--- src/rtl/reglist_pkg.sv ---
package reglist_pkg;
  localparam int unsigned RL_WIDTH  = 16;
  localparam int unsigned RL_SP_BIT = 13;
  localparam int unsigned RL_LR_BIT = 14;
  localparam int unsigned RL_PC_BIT = 15;

  typedef enum logic [1:0] {
    STEP_NONE = 2'd0,
    STEP_UP   = 2'd1,
    STEP_DOWN = 2'd2
  } step_e;
endpackage

--- src/rtl/rl_window.sv ---
module rl_window #(
  parameter int unsigned WIDTH = 16,
  parameter int unsigned CW    = $clog2(WIDTH) + 1
) (
  input  logic [WIDTH-1:0] bits_i,
  input  logic [CW-1:0]    lo_i,
  input  logic [CW-1:0]    hi_x_i,
  output logic [WIDTH-1:0] win_o
);
  for (genvar i = 0; i < WIDTH; i++) begin : g_bit
    assign win_o[i] = bits_i[i] & (lo_i <= CW'(i)) & (CW'(i) < hi_x_i);
  end
endmodule

--- src/rtl/rl_prio.sv ---
module rl_prio #(
  parameter int unsigned WIDTH    = 16,
  parameter int unsigned IDXW     = $clog2(WIDTH),
  parameter bit          FROM_TOP = 1'b0
) (
  input  logic [WIDTH-1:0] bits_i,
  output logic             found_o,
  output logic [IDXW-1:0]  idx_o
);
  assign found_o = |bits_i;

  if (FROM_TOP) begin : g_msb
    always_comb begin
      idx_o = '0;
      for (int i = 0; i < int'(WIDTH); i++) begin
        if (bits_i[i]) idx_o = IDXW'(i);
      end
    end
  end else begin : g_lsb
    always_comb begin
      idx_o = '0;
      for (int i = int'(WIDTH) - 1; i >= 0; i--) begin
        if (bits_i[i]) idx_o = IDXW'(i);
      end
    end
  end
endmodule

--- src/rtl/rl_summary.sv ---
module rl_summary #(
  parameter int unsigned WIDTH = 16,
  parameter int unsigned IDXW  = $clog2(WIDTH),
  parameter int unsigned NW    = $clog2(WIDTH + 1)
) (
  input  logic [WIDTH-1:0] mask_i,
  output logic [NW-1:0]    count_o,
  output logic             empty_o,
  output logic [IDXW-1:0]  lowest_o,
  output logic             has_sp_o,
  output logic             has_lr_o,
  output logic             has_pc_o
);
  logic unused_found;

  always_comb begin
    count_o = '0;
    for (int i = 0; i < int'(WIDTH); i++) begin
      count_o = count_o + NW'(mask_i[i]);
    end
  end

  assign empty_o = ~|mask_i;

  rl_prio #(.WIDTH(WIDTH), .IDXW(IDXW), .FROM_TOP(1'b0)) u_low (
    .bits_i  (mask_i),
    .found_o (unused_found),
    .idx_o   (lowest_o)
  );

  assign has_sp_o = mask_i[reglist_pkg::RL_SP_BIT];
  assign has_lr_o = mask_i[reglist_pkg::RL_LR_BIT];
  assign has_pc_o = mask_i[reglist_pkg::RL_PC_BIT];
endmodule

--- src/rtl/reglist_walker.sv ---
module reglist_walker #(
  parameter int unsigned WIDTH = reglist_pkg::RL_WIDTH,
  localparam int unsigned IDXW = $clog2(WIDTH),
  localparam int unsigned CW   = IDXW + 1,
  localparam int unsigned NW   = $clog2(WIDTH + 1)
) (
  input  logic             clk,
  input  logic             rst_n,
  input  logic             load_i,
  input  logic [WIDTH-1:0] mask_i,
  input  logic             step_up_i,
  input  logic             step_down_i,
  output logic [IDXW-1:0]  idx_o,
  output logic             idx_valid_o,
  output logic             done_o,
  output logic [NW-1:0]    count_o,
  output logic             empty_o,
  output logic [IDXW-1:0]  lowest_o,
  output logic             has_sp_o,
  output logic             has_lr_o,
  output logic             has_pc_o
);
  import reglist_pkg::*;

  logic [WIDTH-1:0] mask_q;
  logic [CW-1:0]    fwd_q;
  logic [CW-1:0]    bwdx_q;
  logic [IDXW-1:0]  idx_q;
  logic             vld_q;
  logic [WIDTH-1:0] win;
  logic             lo_found, hi_found;
  logic [IDXW-1:0]  lo_idx, hi_idx;
  step_e            step_sel;

  rl_window #(.WIDTH(WIDTH), .CW(CW)) u_window (
    .bits_i (mask_q),
    .lo_i   (fwd_q),
    .hi_x_i (bwdx_q),
    .win_o  (win)
  );

  rl_prio #(.WIDTH(WIDTH), .IDXW(IDXW), .FROM_TOP(1'b0)) u_up (
    .bits_i  (win),
    .found_o (lo_found),
    .idx_o   (lo_idx)
  );

  rl_prio #(.WIDTH(WIDTH), .IDXW(IDXW), .FROM_TOP(1'b1)) u_down (
    .bits_i  (win),
    .found_o (hi_found),
    .idx_o   (hi_idx)
  );

  rl_summary #(.WIDTH(WIDTH), .IDXW(IDXW), .NW(NW)) u_summary (
    .mask_i   (mask_q),
    .count_o  (count_o),
    .empty_o  (empty_o),
    .lowest_o (lowest_o),
    .has_sp_o (has_sp_o),
    .has_lr_o (has_lr_o),
    .has_pc_o (has_pc_o)
  );

  always_comb begin
    if (step_up_i)        step_sel = STEP_UP;
    else if (step_down_i) step_sel = STEP_DOWN;
    else                  step_sel = STEP_NONE;
  end

  always_ff @(posedge clk) begin
    if (!rst_n) begin
      mask_q <= '0;
      fwd_q  <= '0;
      bwdx_q <= '0;
      idx_q  <= '0;
      vld_q  <= 1'b0;
    end else if (load_i) begin
      mask_q <= mask_i;
      fwd_q  <= '0;
      bwdx_q <= CW'(WIDTH);
      vld_q  <= 1'b0;
    end else begin
      unique case (step_sel)
        STEP_UP: begin
          if (lo_found) begin
            idx_q <= lo_idx;
            vld_q <= 1'b1;
            fwd_q <= CW'(lo_idx) + CW'(1);
          end else begin
            vld_q <= 1'b0;
            fwd_q <= bwdx_q;
          end
        end
        STEP_DOWN: begin
          if (hi_found) begin
            idx_q  <= hi_idx;
            vld_q  <= 1'b1;
            bwdx_q <= CW'(hi_idx);
          end else begin
            vld_q  <= 1'b0;
            bwdx_q <= fwd_q;
          end
        end
        default: vld_q <= 1'b0;
      endcase
    end
  end

  assign idx_o       = idx_q;
  assign idx_valid_o = vld_q;
  assign done_o      = ~lo_found;
endmodule

--- config.mk ---
export PLATFORM = sky130hd
export DESIGN_NAME = reglist_walker
export DESIGN_NICKNAME = d
export VERILOG_FILES = /design/src/rtl/reglist_pkg.sv /design/src/rtl/rl_window.sv /design/src/rtl/rl_prio.sv /design/src/rtl/rl_summary.sv /design/src/rtl/reglist_walker.sv
export SDC_FILE = /design/constraint.sdc
export NUM_CORES = 1
export LEC_CHECK = 0
export BUFFER_PORTS_ARGS = -buffer_cell sky130_fd_sc_hd__buf_4
export CAP_MARGIN = 40
export CORE_UTILIZATION = 54
export CTS_CLUSTER_SIZE = 40
export DETAILED_ROUTE_END_ITERATION = 16
export PLACE_DENSITY = 0.81
export SLEW_MARGIN = 15
export SYNTH_ARGS = -nofsm -noshare
export SYNTH_HDL_FRONTEND = slang
export SYNTH_SLANG_ARGS = --single-unit
--- constraint.sdc ---
create_clock -name clk -period 5.9 [get_ports clk]
set_input_delay 1.475 -clock clk [delete_from_list [all_inputs] [get_ports clk]]
set_output_delay 1.475 -clock clk [all_outputs]
set_load 0.02 [all_outputs]
==> impl_metrics.toml <==
[drt]
dr_total_vias = 2617
drc = 0
routed_wl_mm = 6.93
drtIter0Drc = 321
firstDrtPassIters = 5
viasPerCell = 5.99
ant_nets = 0
routedWlPerCell_um = 15.9

[place]
hpwl_mm = 4.90
detailed_place.area_sq_mm = 0.00299
portBuffers = 39
gp_congestion = 0.898

[power]
p_sw_share_pct = 36.6
share_comb_of_total_power_pct = 39.5
p_sw_uw = 286
p_int_uw = 496
peakVddDrop_mv = 0.165
clkPwrFrac_pct = 28.6
pwr-share-seq_pct = 31.9
p_per_area_mw_per_mm2 = 252
p_leak_uw = 0.00136

[logic_synthesis]
synth_top_family_by_area = "simple AND/OR/NAND/NOR gates"
synth.area.mux_share_pct = 7.11
synth_xor_area_share_pct = 0.650
async_flop_share_pct = 0
synthDistinctLibCells = 57
synth_edf_count = 0
syn_inst = 343
yosysWarningCount = 0
ys_ff_latch = 31
syn-num-nets = 382
synth-compound-area-share_pct = 25.0
synth.top_cells.by_area = "dfxtp_1 (23%), fa_1 (7.4%), mux2i_1 (6.7%)"
synth-simple-area-share_pct = 25.5
ys.flop_type = "dfxtp_1"
yosysSeqAreaShare_pct = 23.0
synth_fa_ha_area_share_pct = 11.1
synth_top_area_share_pct = 23.0
yosysTopAreaCell = "dfxtp_1"
syn_area_per_cell_sq_um = 7.85
syn_area_sq_mm = 0.00269

[sta]
setup_violations = 0
finalHoldViolations = 0
worst_pin_slew_ns = 0.848
rsz0062_at_grt = "false"
slew_violations = 0
finalSetupTns_ns = 0
finalCritPeriodShare_pct = 96.8
skew_ns = 0.0136
slew_headroom_pct = 42.9
achievable-frequency_mhz = 175
period_needed_ns = 5.71

[floorplanning]
dieArea_sq_mm = 0.00528
dieHeight_um = 72.6
fp.coreArea_sq_mm = 0.00475
start_util_pct = 56.7
die_x_um = 72.6
ios = 40
num_rows = 25

[cts]
clk_pin_slew_ns = 0.07
clock_latency_ns = 0.30
clkSinkCount = 31
htreeDepth = 2
cts_tree = "yes"
root_buffer = "clkbuf_8"
cts_buffer_depth = 2
cts_buffers = 5

[setup_path]
path_cells = "inv_1 > ha_1 > inv_1 > fa_1 > fa_1 > fa_1 > fa_1 > inv_1 > fa_1 > fa_1 > a21oi_1 > nor2b_1 > buf_4"
end_kind = "output pin"
cpMostUsedCell = "fa_1"
slowest_stage = "fa_1"
cp_data_required_time_ns = 4.43
path_class = "reg2out"
cp_max_fo = 7
start_kind = "register"
cpPeakStageDelay_ns = 0.54
crit_arrival_ns = 4.24

[global_routing]
grtUsageMet2_pct = 42.6
top_usage_layer = "met2"
gr-usage-all-layers_pct = 27.6
grt_pass1_vias = 2330
met1_usage_pct = 39.6
overflow = 0
grt_max_degree = 25
antenna_found_initial = 0
grt_use_met3_pct = 4.28
grt_first_pass_wirelength_mm = 11.2

[run]
drv_cap = 0

[run_status]
status = "finished, final reports clean"

[final_layout]
num_antenna_cells = 0
finalNetCount = 408
area_delta_synth_final_pct = 15.3
design_area_sq_mm = 0.00311
drive_gt1_share_pct = 14.9

[worst_hold_path]
hold_path.class = "reg2reg"
synthesized netlist by cell type (6+ instances only):
| cell | count |
|---|---|
| o21ai_0 | 20 |
| o211ai_1 | 9 |
| nand2b_1 | 6 |
| nor2_1 | 26 |
| nand3_1 | 10 |
| fa_1 | 10 |
| a211oi_1 | 9 |
| nor3_1 | 9 |
| ha_1 | 8 |
| a21oi_1 | 19 |
| inv_1 | 29 |
| dfxtp_1 | 31 |
| clkbuf_1 | 16 |
| mux2i_1 | 18 |
| nand2_1 | 19 |
| nor2b_1 | 22 |
sequential cells by signal (all words and copies together), names as in the netlist:
signal / count
mask_q: 16
fwd_q: 5
idx_o: 4
bwdx_q: 5
idx_valid_o: 1
per-stage QoR:
stage / power [uW] / setup WS [ns] / hold WS, ns / util [%] / instances
2_1_floorplan: 470 / 0.555 / 0.522 / - / 343
3_3_place_gp: 551 / 0.550 / 0.458 / 62.8 / 429
3_5_place_dp: 559 / 0.424 / 0.471 / 62.8 / 429
4_1_cts: 781 / 0.103 / 0.483 / 65.3 / 437
5_1_grt: 823 / 0.0245 / 0.510 / 65.3 / 437
6_report: 781 / 0.187 / 0.477 / 65.3 / 437
layout by cell type, fill, tap and decap left out, drive strengths merged, types with 4 or more instances in the layout:
master,Yosys,routed
nand2,19,19
buf,5,40
nor3,9,9
a21oi,19,19
nand3,10,10
o211ai,9,9
mux2i,18,18
fa,10,10
a211o,5,5
a211oi,9,9
dfxtp,31,31
nor4,6,6
ha,8,8
nor2b,22,22
inv,29,29
nor2,26,26
o22ai,4,4
nor3b,4,4
and4,4,4
o31ai,4,4
and2,4,4
nand2b,6,6
clkbuf,16,6
o21ai,20,20
critical path: cells and delay by family (launching register included):
| family | cells | cell delay (ns) |
|---|---|---|
| DFF | 1 | 0.40 |
| buffers and inverters | 4 | 0.33 |
| adders and majority gates | 7 | 3.03 |
| AOI/OAI and AO/OA | 1 | 0.15 |
| and+or+nand+nor | 1 | 0.06 |
timing repair:
item,4_1_cts,5_1_grt
endpoints found under the hold margin,0,0
hold buffers,0,0
buffers inserted,0,0
setup endpoints to repair,0,2
gates resized for setup,0,2
area by class of cell:
class | instances | area [sq um]
clock buffer | 6 | 82.6
sequential | 31 | 623
clock inverter | 2 | 35.0
tap | 67 | 83.8
multi-input combinational | 262 | 1870
fill | 434 | 1650
inverter | 29 | 109
timing repair buffer | 40 | 300
power groups by stage:
stage	clock, uW	combinational (uW)	sequential (uW)
after CTS	226	308	248
final	223	309	249
after floorplan	0	227	242
after detailed placement	0	307	252
after global placement	0	299	252
after global routing	233	339	251
metal layers:
metal	wire (um)	up-vias	part of all wire (%)
li1	-	1297	-
met1	3060	1203	44
met2	3250	105	47
met3	519	12	7.5
met4	97	0	1.4
met5	0	-	0
final timing paths:
check / from / to / slack [ns] / cells past startpoint
max: mask_q[0] / count_o[4] / 0.19 / 13
min: idx_o[2] / idx_o[2] / 0.48 / 2
max reg2reg: bwdx_q[1] / fwd_q[4] / 2.74 / 9
min reg2reg: idx_o[2] / idx_o[2] / 0.48 / 2
kinds of logic after synthesis:
family | Yosys count
and+or+nand+nor | 124
DFF | 31
AOI/OAI and AO/OA | 99
xor gates and xnor gates | 2
adders and majority gates | 18
muxes | 19
buffers and inverters | 50
No activity file was read; power rests on OpenSTA's default activity.
